==> src/rtl/sla_pkg.sv <==
// Shared definitions for the byte-lane partial store aligner.
// Assumes a little-endian port: lane 0 is the least significant byte.
package sla_pkg;
    localparam int DATA_W = 32;
    localparam int LANE_W = 8;
    localparam int LANES  = DATA_W / LANE_W;
    localparam int OFS_W  = $clog2(LANES);

    typedef enum logic [2:0] {
        KIND_BYTE  = 3'd0,
        KIND_HALF  = 3'd1,
        KIND_WORD  = 3'd2,
        KIND_LEFT  = 3'd3,
        KIND_RIGHT = 3'd4
    } store_kind_t;
endpackage

==> src/rtl/sla_lane_decode.sv <==
// Decodes store kind and lane offset into a lane-enable mask, a shift
// direction/amount for the data path, and an error flag.
// Assumes kind codes outside the package enum are reserved.
module sla_lane_decode
    import sla_pkg::*;
#(
    parameter int NLANES = LANES,
    parameter int OW     = OFS_W
) (
    input  logic [2:0]        kind,
    input  logic [OW-1:0]     ofs,
    output logic [NLANES-1:0] lane_en,
    output logic              shift_down,
    output logic [OW-1:0]     shift_amt,
    output logic              bad
);
    localparam logic [NLANES-1:0] ALL_ONE = {NLANES{1'b1}};
    localparam logic [OW-1:0]     TOP_OFS = OW'(NLANES - 1);

    // Purpose: choose the enabled lanes and the data shift for each kind.
    always_comb begin
        lane_en    = '0;
        shift_down = 1'b0;
        shift_amt  = ofs;
        bad        = 1'b0;
        case (kind)
            KIND_BYTE: lane_en = NLANES'(1) << ofs;
            KIND_HALF: begin
                if (ofs[0]) bad = 1'b1;
                else        lane_en = NLANES'(3) << ofs;
            end
            KIND_WORD: begin
                if (ofs != '0) bad = 1'b1;
                else           lane_en = ALL_ONE;
            end
            KIND_RIGHT: lane_en = ALL_ONE << ofs;
            KIND_LEFT: begin
                shift_down = 1'b1;
                shift_amt  = TOP_OFS - ofs;
                lane_en    = ALL_ONE >> (TOP_OFS - ofs);
            end
            default: bad = 1'b1;
        endcase
    end
endmodule

==> src/rtl/sla_data_align.sv <==
// Moves register bytes into their memory lanes by a whole-lane shift and
// zeroes every lane that is not enabled.
// Assumes shift_amt is below the lane count.
module sla_data_align
    import sla_pkg::*;
#(
    parameter int DW     = DATA_W,
    parameter int LW     = LANE_W,
    parameter int NLANES = DW / LW,
    parameter int OW     = $clog2(NLANES)
) (
    input  logic [DW-1:0]     din,
    input  logic              shift_down,
    input  logic [OW-1:0]     shift_amt,
    input  logic [NLANES-1:0] lane_en,
    output logic [DW-1:0]     dout
);
    logic [DW-1:0] shifted;

    // Purpose: whole-lane shift toward higher lanes, or lower for left stores.
    always_comb begin
        if (shift_down) shifted = din >> (int'(shift_amt) * LW);
        else            shifted = din << (int'(shift_amt) * LW);
    end

    // One gate per lane clears the lanes that are not written.
    for (genvar i = 0; i < NLANES; i++) begin : g_lane
        assign dout[i*LW +: LW] = lane_en[i] ? shifted[i*LW +: LW] : '0;
    end
endmodule

==> src/rtl/sla_plane_gate.sv <==
// Copies the plane mask into every lane and ANDs it with the lane enable,
// giving a per-bit write enable.
// Assumes the mask is one lane wide.
module sla_plane_gate #(
    parameter int LW     = 8,
    parameter int NLANES = 4
) (
    input  logic [LW-1:0]        pmask,
    input  logic [NLANES-1:0]    lane_en,
    output logic [NLANES*LW-1:0] bit_en
);
    // Each lane receives the mask only when the lane is written.
    for (genvar i = 0; i < NLANES; i++) begin : g_plane
        assign bit_en[i*LW +: LW] = pmask & {LW{lane_en[i]}};
    end
endmodule

==> src/rtl/store_lane_aligner.sv <==
// Top of the partial store aligner: decodes a store request, aligns the
// data, gates planes, and registers every output one cycle later.
// Assumes synchronous active-low reset; outputs hold between requests
// except out_valid and align_err, which drop to zero.
module store_lane_aligner
    import sla_pkg::*;
(
    input  logic              clk,
    input  logic              rst_n,
    input  logic              req_valid,
    input  logic [2:0]        req_kind,
    input  logic [OFS_W-1:0]  addr_lo,
    input  logic [DATA_W-1:0] reg_data,
    input  logic [LANE_W-1:0] plane_mask,
    output logic              out_valid,
    output logic [LANES-1:0]  byte_en,
    output logic [DATA_W-1:0] wr_data,
    output logic [DATA_W-1:0] bit_en,
    output logic              align_err
);
    logic [LANES-1:0]  dec_en;
    logic              dec_down;
    logic [OFS_W-1:0]  dec_amt;
    logic              dec_bad;
    logic [DATA_W-1:0] algn_data;
    logic [DATA_W-1:0] gate_bits;

    sla_lane_decode #(.NLANES(LANES), .OW(OFS_W)) u_decode (
        .kind       (req_kind),
        .ofs        (addr_lo),
        .lane_en    (dec_en),
        .shift_down (dec_down),
        .shift_amt  (dec_amt),
        .bad        (dec_bad)
    );

    sla_data_align #(.DW(DATA_W), .LW(LANE_W), .NLANES(LANES), .OW(OFS_W)) u_align (
        .din        (reg_data),
        .shift_down (dec_down),
        .shift_amt  (dec_amt),
        .lane_en    (dec_en),
        .dout       (algn_data)
    );

    sla_plane_gate #(.LW(LANE_W), .NLANES(LANES)) u_gate (
        .pmask   (plane_mask),
        .lane_en (dec_en),
        .bit_en  (gate_bits)
    );

    // Purpose: capture the aligned result of a valid request for one cycle.
    always_ff @(posedge clk) begin
        if (!rst_n) begin
            out_valid <= 1'b0;
            align_err <= 1'b0;
            byte_en   <= '0;
            wr_data   <= '0;
            bit_en    <= '0;
        end else begin
            out_valid <= req_valid;
            align_err <= req_valid & dec_bad;
            if (req_valid) begin
                byte_en <= dec_en;
                wr_data <= algn_data;
                bit_en  <= gate_bits;
            end
        end
    end
endmodule

==> config.mk <==
export PLATFORM = sky130hd
export DESIGN_NAME = store_lane_aligner
export DESIGN_NICKNAME = d
export VERILOG_FILES = /design/src/rtl/sla_pkg.sv /design/src/rtl/sla_lane_decode.sv /design/src/rtl/sla_data_align.sv /design/src/rtl/sla_plane_gate.sv /design/src/rtl/store_lane_aligner.sv
export SDC_FILE = /design/constraint.sdc
export NUM_CORES = 1
export LEC_CHECK = 0
export BUFFER_PORTS_ARGS = -buffer_cell sky130_fd_sc_hd__buf_2
export CORE_AREA = 3 3 90 92
export CTS_CLUSTER_DIAMETER = 30
export DETAILED_ROUTE_END_ITERATION = 10
export DIE_AREA = 0 0 93 95
export GPL_TIMING_DRIVEN = 0
export PLACE_DENSITY_LB_ADDON = 0.08
export SLEW_MARGIN = 20
export SYNTH_ARGS = -nofsm -noshare
export SYNTH_HDL_FRONTEND = slang
export SYNTH_SLANG_ARGS = --single-unit
==> constraint.sdc <==
create_clock -name clk -period 3.7 [get_ports clk]
set_clock_uncertainty 0.15 [all_clocks]
set_input_delay 0.925 -clock clk [delete_from_list [all_inputs] [get_ports clk]]
set_output_delay 0.925 -clock clk [all_outputs]
set_load 0.005 [all_outputs]
Yosys cells after proc, flatten, opt, wreduce, memory -nomap -nowiden
Cells that the tools add are included.
{ "classes": {"addsub": 1, "eq_ne": 4, "shift": 6, "n_mux": 13, "n_bitwise": 5, "reduce_logical": 3} }
{ "ops": {"columns": ["cell", "count"], "rows": [
  ["8-bit bitwise AND", 4],
  ["32-bit 2-to-1 mux", 1],
  ["8-bit 2-to-1 mux", 4],
  ["32-bit by 5-bit left shift with 32-bit output", 1],
  ["32-bit by 5-bit right shift with 32-bit output", 1],
  ["4-bit one-hot mux with 5 select lines", 1],
  ["4-bit 2-to-1 mux", 2],
  ["3-bit by 2-bit equality test with 1-bit output, second input constant", 2],
  ["1-bit by 2-bit left shift with 4-bit output, first input constant", 1],
  ["2-bit by 2-bit left shift with 4-bit output, first input constant", 1],
  ["4-bit by 2-bit left shift with 4-bit output, first input constant", 1],
  ["4-bit by 2-bit right shift with 4-bit output, first input constant", 1],
  ["3-bit by 1-bit equality test with 1-bit output, second input constant", 1],
  ["3-bit equality test, second input constant", 1],
  ["3-bit zero test", 1],
  ["1-bit 2-to-1 mux", 3],
  ["1-bit one-hot mux with 3 select lines", 1],
  ["3-bit OR reduction", 1],
  ["2-bit 2-to-1 mux", 1],
  ["2-bit nonzero test", 1],
  ["2-bit subtractor, first input constant", 1],
  ["1-bit bitwise AND", 1]
]} }
{ "totals": {"reg_bits": 70, "inputBits": 48} }

Longest topological paths before layout
{ "logic_depth": {"word_depth": 5, "mapped_depth": 13, "mapped_depth_nobuf": 8} }

Hierarchy
A second synthesis with hierarchy kept.
{ "unflattened": {"hier_cells": 445, "hier_area_um2": 4279.1} }
{ "modules_own_cells": {"columns": ["module", "n_inst", "cells_per_inst", "area_each_um2", "seq_area_each_um2"], "rows": [
  ["store_lane_aligner", 1, 223, 2697.6, 1401.3],
  ["sla_data_align", 1, 161, 1162.4, 0.0],
  ["sla_lane_decode", 1, 29, 219.0, 0.0],
  ["sla_plane_gate", 1, 32, 200.2, 0.0]
]} }

Worst setup path after synthesis
OpenSTA, ideal clock, no wires.
{ "synth_path": {"kind": "input-to-reg", "start": "in req_kind[2]", "end": "reg wr_data[22]", "setup_ns": 0.117, "arrival_ns": 3.128, "required_ns": 3.433, "path_slack_ns": 0.304, "path_stages": 12, "cell_sequence": "buf_4 nand3b_4 inv_2 buf_6 buf_4 buf_2 ha_1 buf_1 mux2i_1 o2bb2ai_1 mux2_2 a32o_1"} }
{ "synth_via": {"elab_chain_len": 5, "elab_cells_between_ends": 12, "classes_between": "eq/ne (4); shift (2); mux (5); reduce/logical (1)"} }
{ "synth_lines": {"columns": ["element", "line_no", "text"], "rows": [
  ["start: declaration", "store_lane_aligner.sv:11", "input logic [2:0] req_kind,"],
  ["3-bit by 2-bit equality test with 1-bit output", "sla_lane_decode.sv:26", "case (kind)"],
  ["2-bit 2-to-1 mux", "sla_lane_decode.sv:26", null],
  ["32-bit by 5-bit left shift with 32-bit output or 32-bit by 5-bit right shift with 32-bit output (tied branches)", "sla_data_align.sv:23, sla_data_align.sv:22", null],
  ["32-bit 2-to-1 mux", "sla_data_align.sv:22", "if (shift_down) shifted = din >> (int'(shift_amt) * LW);"],
  ["8-bit 2-to-1 mux (*)", "sla_data_align.sv:28", "assign dout[i*LW +: LW] = lane_en[i] ? shifted[i*LW +: LW] : '0;"],
  ["end signal: assignment", "store_lane_aligner.sv:64", "wr_data <= algn_data;"],
  ["end: declaration", "store_lane_aligner.sv:17", "output logic [DATA_W-1:0] wr_data,"]
]} }
Mark *: on every way between the ends. The rest lies on a longest branch, timed or not.
A chain may end at the register's enable or synchronous reset.

Worst setup path in the final report
{ "layout_path": {"start": "in req_kind[2]", "end": "reg wr_data[18]"} }
The elaborated chain is that of the path after synthesis.

==> metrics.md <==
| Metric | Value |
|---|---|
| Status | completed |
| Unrepaired setup endpoints after global routing | no |
| Power density normalized to cell area | between 300 and 400 mW/mm^2 |
| Critical path origin | req_kind[2] |
| Crit path to | wr_data[18] |
| End of the worst register-to-register path | wr_data[6] |
| DIE AREA | 0.00884 sq mm |
| Die Wd | 93 um |
| PnR Total Power | about 0.0017 W |
| Largest net degree at the start of global routing | 16 |
| Post-route antenna net violation count | 0 |
| Number of nets in the layout | about 630 |
| Router iterations before antenna repair | 5 |
| Clk pin slew, worst setup/hold paths | 0.09 ns |
| Vertical die dimension | 95 um |
| Total congestion overflow after global routing | 0 |
| Max capacitance violation total | 0 |
| Placeable core region | 0.00729 sq mm |
| Logic depth of the worst register-to-register path | 3 |
| Total of buffers placed on input and output ports | 113 |
| Leakage | 2.10 nW |
| Initial core utilization | between 50% and 60% |
| Transition time of the tightest slew-check pin | 0.786 ns |
| First-iteration detailed-routing DRC count | 328 |
| CTS Sinks | 70 |
| Detailed-route DRC error count | 0 |
| Tightest Hold Check Type | flip-flop to flip-flop |
| Final Hold Violating Endpoints | 0 |
| Total half-perimeter wirelength after legalization and detailed placement | 9.28 mm |
| Fraction of final layout cells sized beyond drive strength 1 | 29.6% |
| Largest buffer count on any clock path | 2 |
| Wire length of the first global-routing pass | 20.2 mm |
| Reg-to-reg startpoint | wr_data[6] |
| Count of pins on the block boundary | 118 |
| Critical Path Start Type | primary input |
| Min cycle time layout | approximately 3.5 ns |
| Most used flip-flop cell after synthesis | dfxtp_1 |
| Number of global-route vias before repair | 3949 |
| Endpoint kind of the worst setup timing path | flip-flop |
| Relative area change from synthesis to final layout | 23.2% |
| Final worst path period share | 94.4% |
| Rel. slew slack | 47.4% |
| Most used cells in the layout excluding fill and tap cells | buf_2 (127), dfxtp_1 (70), nand2_1 (48) |
| F_max | 286 MHz |
| Crit path DAT | 3.61 ns |
| Routed wirelength normalized by instance count | about 19 um |
| Via Count | 4189 |
| Total wire length after detailed routing | 12.9 mm |
| Most frequent standard cell in the layout excluding fill and tap cells | buf_2 |
| Setup-violating endpoint count in the final report | 0 |
| Area after DPL | 0.00449 sq mm |
| Number of CTS-inserted buffers | 9 |
| Mapped Cells | 456 |
| Worst R2R Setup Slack | between 2 and 2.5 ns |
| Overall Global Routing Usage | 29.5% |
| Post-synthesis sequential element count | 70 |
| Antenna fix cells | 0 |
| Number of synthesized flops with an enable pin | 0 |
| Required arrival time at the worst endpoint | 3.81 ns |
| Share of async-settable or async-resettable flops after synthesis | 0% |
| Cell row count | 31 |
| Max-slew violation count | 0 |
| Share of synthesized area occupied by flip-flops and latches | between 30% and 40% |
| TritonCTS clock tree | done |
| Cell chosen for the clock root | clkbuf_8 |
| Post-synthesis area per instance | 8.34 sq um |
| Final non-filler cell area | 0.00468 sq mm |
| Number of different library cells in the post-synthesis netlist | 57 |
| Highest ir drop seen on vdd | 0.000196 V |
| Later-pin clock latency in the skew report | 0.36 ns |
| Crit-path max FO | 10 |
| Gpl congestion | 0.944 |
| Net Count, Synth | a little over 500 |
| Worst setup path class | primary input to flip-flop |
| H-Tree Level Count | 3 |
| Yosys warning count | 0 |
| Netlist area before placement | between 0.003 and 0.004 sq mm |
| Antenna violations before repair | 0 |
| Post-CTS setup buffer count | 0 |
| Average via count per standard cell | 6.12 |
-- worst max-delay path: stages --
cell,delay [ns]
buf_2,0.10
buf_4,0.16
nand3b_4,0.20
inv_2,0.11
buf_6,0.16
buf_4,0.20
buf_2,0.29
ha_1,0.35
clkbuf_2,0.25
buf_2,0.26
nor3_1,0.21
o21ai_0,0.10
a32o_1,0.28
-- per-stage QoR --
step | setup slack [ns] | hold slack, ns | util (%) | TNS, ns | std cells
floorplan | 0.304 | 0.285 | - | 0 | 456
finish | 0.206 | 0.286 | 64.2 | 0 | 684
detailed placement | -0.408 | 0.278 | 61.6 | -7.35 | 668
global placement | -0.360 | 0.270 | 61.6 | -7.63 | 668
CTS | 0.0324 | 0.291 | 64.2 | 0 | 684
global route | 0.0491 | 0.308 | 64.2 | 0 | 684
-- worst min path at each step --
stage | start | slack [ns] | cells after the start | endpoint
global route | wr_data[1] | 0.31 | 2 | wr_data[1]
floorplan | wr_data[0] | 0.28 | 2 | wr_data[0]
CTS | wr_data[1] | 0.29 | 2 | wr_data[1]
finish | wr_data[2] | 0.29 | 2 | wr_data[2]
detailed placement | wr_data[2] | 0.28 | 2 | wr_data[2]
global placement | wr_data[0] | 0.27 | 2 | wr_data[0]
-- final cells by class --
cell class,count,area [sq um]
plain buffers,41,208
inverters,7,26.3
flip-flops and latches,70,1400
fillers,721,2610
clock inverters,7,61.3
repair buffers,113,566
clock buffers,9,124
well taps,99,124
multi-input cells,338,2170
-- synthesized netlist by cell type, drive strengths merged, types with 11 or more instances --
master | number | area, sq um
dfxtp | 70 | 1400
nand2 | 49 | 191
a21oi | 41 | 205
o21ai | 32 | 160
nor2 | 30 | 120
a22o | 24 | 210
buf | 24 | 136
mux2i | 19 | 190
nand3 | 18 | 90.1
clkbuf | 17 | 63.8
a22oi | 16 | 120
nor3 | 14 | 70.1
nand2b | 11 | 68.8
-- metal layers --
metal	share of wire, %	global-route usage [%]
met5	0	0
met4	2.6	11.8
met3	9.8	7.73
met1	43	38.6
met2	45	46.3
-- registers in the layout, summed over array words and instances, names as in the netlist --
name and cells:
wr_data 32, align_err 1, out_valid 1, bit_en 32, byte_en 4
-- power breakdown --
| part | switching, W | total, W | internal (W) |
|---|---|---|---|
| combinational | 0.000209 | 0.000337 | 0.000128 |
| sequential | 0.0000106 | 0.000785 | 0.000774 |
| clock | 0.000351 | 0.000609 | 0.000257 |
| total | 0.000571 | 0.00173 | 0.00116 |
-- kinds of logic after synthesis --
| logic type | after synthesis | share of synthesized area [%] |
|---|---|---|
| muxes | 25 | 6.78 |
| and+or+nand+nor | 145 | 19.0 |
| AOI/OAI and AO/OA | 165 | 30.6 |
| DFF | 70 | 36.9 |
| adders and majority gates | 1 | 0.329 |
| buffers and inverters | 48 | 5.96 |
| xor gates and xnor gates | 2 | 0.461 |
-- timing repair --
action / in CTS / in global routing
pin swaps: 0 / 0
endpoints found under the setup margin: 2 / 21
hold buffers: 0 / 0
gates cloned: 0 / 0
gates resized for setup: 1 / 10
(Power assumes the default switching activity.)
